[src/rtl/vmem_pkg.sv]
`timescale 1ns/1ps
package vmem_pkg;
  typedef enum logic [1:0] {
    AM_UNIT   = 2'd0,
    AM_STRIDE = 2'd1,
    AM_INDEX  = 2'd2
  } amode_e;

  localparam int PAGE_LG   = 12;   // 4 KiB page
  localparam int MAX_BURST = 256;  // beats per burst
  localparam int LEN_W     = 8;
  localparam int SIZE_W    = 3;
endpackage

[src/rtl/vmem_burst_planner.sv]
`timescale 1ns/1ps
// Combinational beat count for the next unit-stride burst: the smallest of
// the beats left, the beats to the page edge, and the burst cap.
module vmem_burst_planner #(
  parameter int AW    = 32,
  parameter int BB_LG = 3,
  parameter int CW    = 15
) (
  input  logic [AW-1:0] cur_addr,
  input  logic [CW-1:0] rem_beats,
  output logic [CW-1:0] beats,
  output logic [AW-1:0] next_addr
);
  localparam int PG_LG = vmem_pkg::PAGE_LG;
  localparam int PB_W  = PG_LG - BB_LG + 1;
  localparam int IX_W  = AW - BB_LG;

  logic [PB_W-1:0] to_page;
  logic [CW-1:0]   to_page_w;
  logic [CW-1:0]   cap_w;
  logic [CW-1:0]   pick;
  logic [IX_W-1:0] beat_idx;

  always_comb begin
    to_page   = PB_W'(1 << (PG_LG - BB_LG)) - {1'b0, cur_addr[PG_LG-1:BB_LG]};
    to_page_w = CW'(to_page);
    cap_w     = CW'(vmem_pkg::MAX_BURST);
    pick      = rem_beats;
    if (to_page_w < pick) pick = to_page_w;
    if (cap_w < pick)     pick = cap_w;
    beats     = pick;
    beat_idx  = cur_addr[AW-1:BB_LG] + IX_W'(pick);
    next_addr = {beat_idx, {BB_LG{1'b0}}};
  end
endmodule

[src/rtl/vmem_elem_addr.sv]
`timescale 1ns/1ps
// Element address for single-beat modes and the running strided pointer.
module vmem_elem_addr #(
  parameter int AW = 32
) (
  input  logic          use_idx,
  input  logic [AW-1:0] base,
  input  logic [AW-1:0] cur,
  input  logic [AW-1:0] stride,
  input  logic [AW-1:0] idx_off,
  output logic [AW-1:0] elem_addr,
  output logic [AW-1:0] step_addr
);
  always_comb begin
    elem_addr = use_idx ? (base + idx_off) : cur;
    step_addr = cur + stride;
  end
endmodule

[src/rtl/vmem_req_stage.sv]
`timescale 1ns/1ps
// Registered request holder, steered to the load or the store port.
module vmem_req_stage #(
  parameter int AW     = 32,
  parameter int LEN_W  = 8,
  parameter int SIZE_W = 3
) (
  input  logic              clk,
  input  logic              rst,
  input  logic              in_valid,
  input  logic              in_store,
  input  logic [AW-1:0]     in_addr,
  input  logic [LEN_W-1:0]  in_len,
  input  logic [SIZE_W-1:0] in_size,
  output logic              in_ready,
  output logic              hold,
  output logic              ld_valid,
  input  logic              ld_ready,
  output logic [AW-1:0]     ld_addr,
  output logic [LEN_W-1:0]  ld_len,
  output logic [SIZE_W-1:0] ld_size,
  output logic              st_valid,
  input  logic              st_ready,
  output logic [AW-1:0]     st_addr,
  output logic [LEN_W-1:0]  st_len,
  output logic [SIZE_W-1:0] st_size
);
  logic              vld_q, sto_q;
  logic [AW-1:0]     addr_q;
  logic [LEN_W-1:0]  len_q;
  logic [SIZE_W-1:0] size_q;
  logic              accept;

  assign accept   = vld_q && (sto_q ? st_ready : ld_ready);
  assign in_ready = !vld_q || accept;
  assign hold     = vld_q;

  always_ff @(posedge clk) begin
    if (rst) begin
      vld_q <= 1'b0;
      sto_q <= 1'b0;
    end else if (in_ready) begin
      vld_q <= in_valid;
      if (in_valid) sto_q <= in_store;
    end
  end

  always_ff @(posedge clk) begin
    if (in_ready && in_valid) begin
      addr_q <= in_addr;
      len_q  <= in_len;
      size_q <= in_size;
    end
  end

  assign ld_valid = vld_q && !sto_q;
  assign st_valid = vld_q && sto_q;
  assign ld_addr  = addr_q;
  assign st_addr  = addr_q;
  assign ld_len   = len_q;
  assign st_len   = len_q;
  assign ld_size  = size_q;
  assign st_size  = size_q;
endmodule

[src/rtl/vmem_addr_coalescer.sv]
`timescale 1ns/1ps
module vmem_addr_coalescer
  import vmem_pkg::*;
#(
  parameter int AW     = 32,
  parameter int LANES  = 2,
  parameter int MAX_VL = 1024,
  localparam int VL_W  = $clog2(MAX_VL + 1)
) (
  input  logic                 clk,
  input  logic                 rst,
  input  logic                 cmd_valid,
  output logic                 cmd_ready,
  input  logic [AW-1:0]        cmd_base,
  input  logic [1:0]           cmd_ew,
  input  logic [VL_W-1:0]      cmd_vl,
  input  logic [1:0]           cmd_mode,
  input  logic [AW-1:0]        cmd_stride,
  input  logic                 cmd_store,
  input  logic                 idx_valid,
  output logic                 idx_ready,
  input  logic [AW-1:0]        idx_off,
  output logic                 ld_valid,
  input  logic                 ld_ready,
  output logic [AW-1:0]        ld_addr,
  output logic [LEN_W-1:0]     ld_len,
  output logic [SIZE_W-1:0]    ld_size,
  output logic                 st_valid,
  input  logic                 st_ready,
  output logic [AW-1:0]        st_addr,
  output logic [LEN_W-1:0]     st_len,
  output logic [SIZE_W-1:0]    st_size
);
  localparam int BB     = 4 * LANES;          // bytes per beat
  localparam int BB_LG  = $clog2(BB);
  localparam int CW_RAW = $clog2(MAX_VL * 8 + BB) + 1;
  localparam int CW     = (CW_RAW > 13) ? CW_RAW : 13;

  logic              busy_q;
  amode_e            mode_q;
  logic              store_q;
  logic [1:0]        ew_q;
  logic [AW-1:0]     base_q, stride_q, cur_q;
  logic [VL_W-1:0]   rem_el_q;
  logic [CW-1:0]     rem_bt_q;

  logic [CW-1:0]     bytes_w, tot_beats;
  logic [CW-1:0]     burst_beats;
  logic [AW-1:0]     burst_next;
  logic [AW-1:0]     elem_addr, step_addr;
  logic              is_unit, is_idx;
  logic              gen_ok, issue, cmd_fire;
  logic              stg_ready, stg_hold;
  logic [AW-1:0]     req_addr;
  logic [LEN_W-1:0]  req_len;
  logic [SIZE_W-1:0] req_size;

  assign is_unit  = (mode_q == AM_UNIT);
  assign is_idx   = (mode_q == AM_INDEX);
  assign gen_ok   = busy_q && (!is_idx || idx_valid);
  assign issue    = gen_ok && stg_ready;
  assign idx_ready = busy_q && is_idx && stg_ready;
  assign cmd_ready = !busy_q && !stg_hold;
  assign cmd_fire  = cmd_valid && cmd_ready;

  always_comb begin
    bytes_w   = CW'(cmd_vl) << cmd_ew;
    tot_beats = (CW'(cmd_base[BB_LG-1:0]) + bytes_w + CW'(BB - 1)) >> BB_LG;
  end

  vmem_burst_planner #(.AW(AW), .BB_LG(BB_LG), .CW(CW)) u_plan (
    .cur_addr  (cur_q),
    .rem_beats (rem_bt_q),
    .beats     (burst_beats),
    .next_addr (burst_next)
  );

  vmem_elem_addr #(.AW(AW)) u_elem (
    .use_idx   (is_idx),
    .base      (base_q),
    .cur       (cur_q),
    .stride    (stride_q),
    .idx_off   (idx_off),
    .elem_addr (elem_addr),
    .step_addr (step_addr)
  );

  always_comb begin
    if (is_unit) begin
      req_addr = cur_q;
      req_len  = LEN_W'(burst_beats - CW'(1));
      req_size = SIZE_W'(BB_LG);
    end else begin
      req_addr = elem_addr;
      req_len  = '0;
      req_size = SIZE_W'(ew_q);
    end
  end

  always_ff @(posedge clk) begin
    if (rst) begin
      busy_q   <= 1'b0;
      mode_q   <= AM_UNIT;
      store_q  <= 1'b0;
      ew_q     <= '0;
      base_q   <= '0;
      stride_q <= '0;
      cur_q    <= '0;
      rem_el_q <= '0;
      rem_bt_q <= '0;
    end else if (cmd_fire) begin
      busy_q   <= (cmd_vl != '0);
      mode_q   <= cmd_mode[1] ? AM_INDEX : amode_e'(cmd_mode);
      store_q  <= cmd_store;
      ew_q     <= cmd_ew;
      base_q   <= cmd_base;
      stride_q <= cmd_stride;
      cur_q    <= cmd_base;
      rem_el_q <= cmd_vl;
      rem_bt_q <= tot_beats;
    end else if (issue) begin
      if (is_unit) begin
        cur_q    <= burst_next;
        rem_bt_q <= rem_bt_q - burst_beats;
        if (rem_bt_q == burst_beats) busy_q <= 1'b0;
      end else begin
        cur_q    <= step_addr;
        rem_el_q <= rem_el_q - VL_W'(1);
        if (rem_el_q == VL_W'(1)) busy_q <= 1'b0;
      end
    end
  end

  vmem_req_stage #(.AW(AW), .LEN_W(LEN_W), .SIZE_W(SIZE_W)) u_stage (
    .clk      (clk),
    .rst      (rst),
    .in_valid (gen_ok),
    .in_store (store_q),
    .in_addr  (req_addr),
    .in_len   (req_len),
    .in_size  (req_size),
    .in_ready (stg_ready),
    .hold     (stg_hold),
    .ld_valid (ld_valid),
    .ld_ready (ld_ready),
    .ld_addr  (ld_addr),
    .ld_len   (ld_len),
    .ld_size  (ld_size),
    .st_valid (st_valid),
    .st_ready (st_ready),
    .st_addr  (st_addr),
    .st_len   (st_len),
    .st_size  (st_size)
  );
endmodule

[config.mk]
export PLATFORM = sky130hd
export DESIGN_NAME = vmem_addr_coalescer
export DESIGN_NICKNAME = d
export VERILOG_FILES = /design/src/rtl/vmem_pkg.sv /design/src/rtl/vmem_burst_planner.sv /design/src/rtl/vmem_elem_addr.sv /design/src/rtl/vmem_req_stage.sv /design/src/rtl/vmem_addr_coalescer.sv
export SDC_FILE = /design/constraint.sdc
export NUM_CORES = 1
export LEC_CHECK = 0
export BUFFER_PORTS_ARGS = -buffer_cell sky130_fd_sc_hd__buf_2
export CORE_MARGIN = 10
export CORE_UTILIZATION = 32
export DETAILED_ROUTE_END_ITERATION = 12
export PLACE_DENSITY = 0.48
export SLEW_MARGIN = 30
export SYNTH_ARGS = -nofsm -noshare
export SYNTH_HDL_FRONTEND = slang
export SYNTH_SLANG_ARGS = --single-unit
[constraint.sdc]
create_clock -name clk -period 10.4 [get_ports clk]
set_input_delay 2.08 -clock clk [delete_from_list [all_inputs] [get_ports clk]]
set_output_delay 2.08 -clock clk [all_outputs]
set_load 0.03 [all_outputs]
==> impl_metrics.xml <==
<?xml version="1.0" encoding="UTF-8"?>
<metrics>
  <group name="worst_setup_path">
    <metric name="worstSetupEndpointType" unit="">flip-flop</metric>
    <metric name="critical_path_required" unit="ns">10.75</metric>
    <metric name="worst_r2r_startpoint" unit="">cur_q[3]$_SDFFE_PP0P_</metric>
    <metric name="timing.critical_path.fanout_max" unit="">11</metric>
    <metric name="timing.critical_path.arrival" unit="ns">6.92</metric>
    <metric name="start_kind" unit="">flip-flop</metric>
    <metric name="criticalPathCategory" unit="">flip-flop to flip-flop</metric>
    <metric name="crit-reg2reg-capture" unit="">rem_bt_q[14]$_SDFFE_PP0P_</metric>
    <metric name="ff2ff_path_depth" unit="">24</metric>
    <metric name="ff2ff_setup_slack" unit="ns">3.83</metric>
  </group>
  <group name="final_layout">
    <metric name="synthToLayoutAreaGrowth" unit="%">13.6</metric>
    <metric name="nNetsFinal" unit="">2035</metric>
    <metric name="drive_above_1_share" unit="">0.156</metric>
    <metric name="most-common-layout-cells" unit="">sky130_fd_sc_hd__nand2_1, sky130_fd_sc_hd__buf_2, sky130_fd_sc_hd__a21oi_1</metric>
    <metric name="instances_no_fill" unit="">2350</metric>
    <metric name="stdcell_area" unit="mm2">0.0152</metric>
    <metric name="most_common_cell_after_layout_fill_and_taps_aside" unit="">sky130_fd_sc_hd__nand2_1</metric>
    <metric name="ant_cells" unit="">0</metric>
  </group>
  <group name="synth">
    <metric name="syn_area" unit="mm2">0.0134</metric>
    <metric name="ys.warnings.count" unit="">0</metric>
    <metric name="synth_enable_flop_cells" unit="">42</metric>
    <metric name="count_of_unique_library_cells_instantiated_by_yosys" unit="">89</metric>
    <metric name="ys_ff_latch" unit="">172</metric>
    <metric name="register_area_share_after_synthesis" unit="">0.289</metric>
    <metric name="synth_async_sr_flop_share" unit="">0</metric>
    <metric name="synth_area_per_cell" unit="um2">7.93</metric>
    <metric name="synth_cells" unit="">1684</metric>
    <metric name="postSynth.topFlopCell" unit="">sky130_fd_sc_hd__dfxtp_1</metric>
  </group>
  <group name="place">
    <metric name="dpl_cell_area" unit="mm2">0.0145</metric>
    <metric name="gp_routability_congestion" unit="">0.954</metric>
    <metric name="port_buffers" unit="">205</metric>
    <metric name="place_worst_setup_slack" unit="ns">3.98</metric>
    <metric name="placed_cells" unit="">2318</metric>
    <metric name="detailedPlacementHpwl" unit="um">38500</metric>
  </group>
  <group name="power_and_ir_drop">
    <metric name="cellPowerDensity" unit="mW/mm2">191</metric>
    <metric name="p_leak" unit="nW">6.44</metric>
    <metric name="combinational_power_share" unit="">0.462</metric>
    <metric name="internal_power" unit="W">0.00165</metric>
    <metric name="p_sw" unit="W">0.00124</metric>
    <metric name="clkPwrFrac" unit="">0.238</metric>
    <metric name="vdd_drop_max" unit="uV">103</metric>
    <metric name="power_frac_seq" unit="">0.300</metric>
    <metric name="swShare" unit="">0.429</metric>
  </group>
  <group name="detailed_routing">
    <metric name="antenna_left" unit="">0</metric>
    <metric name="drc_errors" unit="">0</metric>
    <metric name="wirelength" unit="um">49200</metric>
    <metric name="routed_wire_length_per_instance" unit="um">20.9</metric>
    <metric name="drt-pass1-iter-count" unit="">6</metric>
    <metric name="via_count" unit="">12700</metric>
    <metric name="post_drt_via_cell_ratio" unit="">5.42</metric>
    <metric name="drt_iter0_drcs" unit="">951</metric>
  </group>
  <group name="clock_network">
    <metric name="numCtsBuffers" unit="">17</metric>
    <metric name="clock-sinks" unit="">172</metric>
    <metric name="cts.path.max_buffers" unit="">2</metric>
    <metric name="cts.repair.resized" unit="">0</metric>
    <metric name="cts_hold_buf" unit="">0</metric>
    <metric name="clk_root_buffer_cell" unit="">sky130_fd_sc_hd__clkbuf_16</metric>
    <metric name="number_of_levels_in_the_clock_h_tree" unit="">4</metric>
    <metric name="path_clk_slew" unit="ns">0.08</metric>
    <metric name="cts_tree" unit="">built</metric>
    <metric name="clkLatencyLatePin" unit="ns">0.47</metric>
    <metric name="postCtsSetupBuffers" unit="">0</metric>
  </group>
  <group name="timing">
    <metric name="number_of_max_slew_violations_in_the_final_report" unit="">0</metric>
    <metric name="hold_viol_final" unit="">0</metric>
    <metric name="fmax" unit="MHz">152</metric>
    <metric name="final_period_minus_worst_setup_slack" unit="ns">6.57</metric>
    <metric name="finClkSkew" unit="ns">0.0168</metric>
    <metric name="post_route_clock_period_utilization" unit="">0.632</metric>
    <metric name="layout_setup_ws" unit="ns">3.83</metric>
    <metric name="finalSetupViolations" unit="">0</metric>
    <metric name="slew-limit-headroom" unit="">0.373</metric>
    <metric name="totalNegativeSetupSlack" unit="ns">0</metric>
    <metric name="rsz0062_at_grt" unit="">false</metric>
    <metric name="tightest_slew" unit="ns">0.941</metric>
  </group>
  <group name="floorplan">
    <metric name="die_area" unit="mm2">0.0503</metric>
    <metric name="std_cell_rows" unit="">74</metric>
    <metric name="boundaryPins" unit="">208</metric>
    <metric name="core" unit="mm2">0.0410</metric>
    <metric name="initial_core_util" unit="">0.326</metric>
    <metric name="die_height" unit="um">224</metric>
    <metric name="die_span_x" unit="um">224</metric>
  </group>
  <group name="global_routing">
    <metric name="pin_count_of_the_biggest_net_entering_global_routing" unit="">96</metric>
    <metric name="antenna_found_initial" unit="">2</metric>
    <metric name="grt_util_all_layers" unit="">0.192</metric>
    <metric name="overflow" unit="">0</metric>
    <metric name="global_route_wire_length_before_repair" unit="um">74600</metric>
    <metric name="grt_pass1_vias" unit="">12400</metric>
  </group>
  <group name="outcome">
    <metric name="outcome" unit="">complete, no violations</metric>
  </group>
  <group name="hold_path">
    <metric name="hold_start" unit="">ew_q[1]$_SDFFE_PP0P_</metric>
    <metric name="min_delay_path_depth" unit="">2</metric>
    <metric name="holdCritPathClass" unit="">flip-flop to flip-flop</metric>
    <metric name="hold_path_end" unit="">ew_q[1]$_SDFFE_PP0P_</metric>
  </group>
  <group name="flow_run">
    <metric name="maxCapViolations" unit="">0</metric>
  </group>
</metrics>
-- layout make-up --
type / instances / area, um2
fill: 4303 / 25900
timing repair buffer: 217 / 1120
clock inverter: 13 / 149
clock buffer: 19 / 464
tap: 532 / 666
sequential: 172 / 3860
multi-input combinational: 1339 / 8680
inverter: 58 / 218
-- registers in the layout (all words and copies together), names as in the netlist --
name,flops
u_stage.sto_q,1
u_stage.ld_size,2
rem_bt_q,15
u_stage.hold,1
store_q,1
stride_q,32
busy_q,1
u_stage.ld_len,8
u_stage.ld_addr,32
base_q,32
mode_q,2
rem_el_q,11
ew_q,2
cur_q,32
-- worst max path at each step --
stage,to,startpoint,slack (ns)
final,rem_bt_q[14]$_SDFFE_PP0P_,cur_q[3]$_SDFFE_PP0P_,3.83
after global placement,rem_bt_q[14]$_SDFFE_PP0P_,cur_q[3]$_SDFFE_PP0P_,4.08
after floorplan,rem_bt_q[14]$_SDFFE_PP0P_,cur_q[3]$_SDFFE_PP0P_,4.89
after global routing,rem_bt_q[14]$_SDFFE_PP0P_,cur_q[3]$_SDFFE_PP0P_,3.26
after CTS,rem_bt_q[14]$_SDFFE_PP0P_,cur_q[3]$_SDFFE_PP0P_,3.96
after detailed placement,rem_bt_q[14]$_SDFFE_PP0P_,cur_q[3]$_SDFFE_PP0P_,3.98
-- cell families after synthesis --
kind of cell,count (synthesis),synth area share
AOI/OAI and AO/OA,527,0.258
DFF,172,0.289
buffers and inverters,184,0.0646
adders and majority gates,112,0.107
muxes,27,0.0209
and+or+nand+nor,558,0.193
xor gates and xnor gates,102,0.0669
other,2,0.000562
-- Yosys cell counts (7+ instances only) --
library cell,instances,share of area
sky130_fd_sc_hd__nand2_1,270,0.076
sky130_fd_sc_hd__a21oi_1,172,0.064
sky130_fd_sc_hd__dfxtp_1,130,0.19
sky130_fd_sc_hd__ha_1,108,0.10
sky130_fd_sc_hd__nor2_1,97,0.027
sky130_fd_sc_hd__o21ai_0,78,0.029
sky130_fd_sc_hd__clkbuf_1,70,0.020
sky130_fd_sc_hd__inv_1,57,0.016
sky130_fd_sc_hd__xnor2_1,57,0.037
sky130_fd_sc_hd__buf_4,45,0.025
sky130_fd_sc_hd__xor2_1,45,0.030
sky130_fd_sc_hd__a211oi_1,44,0.025
sky130_fd_sc_hd__edfxtp_1,42,0.094
sky130_fd_sc_hd__a21o_1,40,0.022
sky130_fd_sc_hd__nor3_1,33,0.012
sky130_fd_sc_hd__nand3_1,32,0.012
sky130_fd_sc_hd__o21a_1,24,0.013
sky130_fd_sc_hd__nand4_1,22,0.010
sky130_fd_sc_hd__o21ai_1,21,0.0079
sky130_fd_sc_hd__mux2i_1,20,0.015
sky130_fd_sc_hd__a31oi_1,17,0.0080
sky130_fd_sc_hd__nand2b_1,17,0.0080
sky130_fd_sc_hd__o211ai_1,17,0.0096
sky130_fd_sc_hd__and3_1,12,0.0056
sky130_fd_sc_hd__a211o_1,10,0.0066
sky130_fd_sc_hd__o21bai_1,10,0.0056
sky130_fd_sc_hd__o31ai_1,10,0.0056
sky130_fd_sc_hd__and2_1,9,0.0042
sky130_fd_sc_hd__buf_1,9,0.0025
sky130_fd_sc_hd__nor2b_1,9,0.0042
sky130_fd_sc_hd__nor4_1,8,0.0037
sky130_fd_sc_hd__a221oi_1,7,0.0046
sky130_fd_sc_hd__mux2_2,7,0.0059
sky130_fd_sc_hd__o22ai_1,7,0.0033
-- layer usage --
layer / wire (um) / track usage
met5: 13 / 0
met4: 1400 / 0.0730
met3: 2910 / 0.0345
met1: 23600 / 0.266
met2: 21200 / 0.290
-- critical path, stage by stage (launching register included) --
cell	delay, ns
sky130_fd_sc_hd__dfxtp_1	0.52
sky130_fd_sc_hd__inv_1	0.14
sky130_fd_sc_hd__ha_1	0.24
sky130_fd_sc_hd__nor3b_2	0.17
sky130_fd_sc_hd__and2_1	0.19
sky130_fd_sc_hd__nand2b_1	0.08
sky130_fd_sc_hd__xor2_1	0.30
sky130_fd_sc_hd__ha_1	0.20
sky130_fd_sc_hd__o2111ai_1	0.11
sky130_fd_sc_hd__o21a_1	0.20
sky130_fd_sc_hd__o21ai_1	0.58
sky130_fd_sc_hd__nand2_1	0.40
sky130_fd_sc_hd__nor2_1	0.21
sky130_fd_sc_hd__a21oi_1	0.07
sky130_fd_sc_hd__or2_1	0.34
sky130_fd_sc_hd__fa_1	0.47
sky130_fd_sc_hd__a21o_1	0.20
sky130_fd_sc_hd__a21o_1	0.20
sky130_fd_sc_hd__a2111oi_0	0.69
sky130_fd_sc_hd__o31ai_1	0.23
sky130_fd_sc_hd__a21oi_1	0.20
sky130_fd_sc_hd__o21bai_1	0.12
sky130_fd_sc_hd__a21o_1	0.19
sky130_fd_sc_hd__a211o_1	0.29
sky130_fd_sc_hd__mux2i_1	0.12
-- power by group through the flow --
stage	clock network [W]	registers, W	logic [W]
after global placement	0	0.000882	0.00133
after floorplan	0	0.000880	0.000974
after CTS	0.000705	0.000869	0.00134
final	0.000688	0.000869	0.00134
after global routing	0.000728	0.000879	0.00149
after detailed placement	0	0.000884	0.00133
-- metrics by stage --
| step | hold WS (ns) | utilization | total power (W) |
|---|---|---|---|
| after floorplan | 0.431 | - | 0.00185 |
| after global placement | 0.446 | 0.355 | 0.00222 |
| after detailed placement | 0.450 | 0.355 | 0.00221 |
| after CTS | 0.459 | 0.370 | 0.00291 |
| after global routing | 0.480 | 0.370 | 0.00309 |
| final | 0.456 | 0.370 | 0.00290 |
Note: power is estimated with default switching activity, not from simulation.
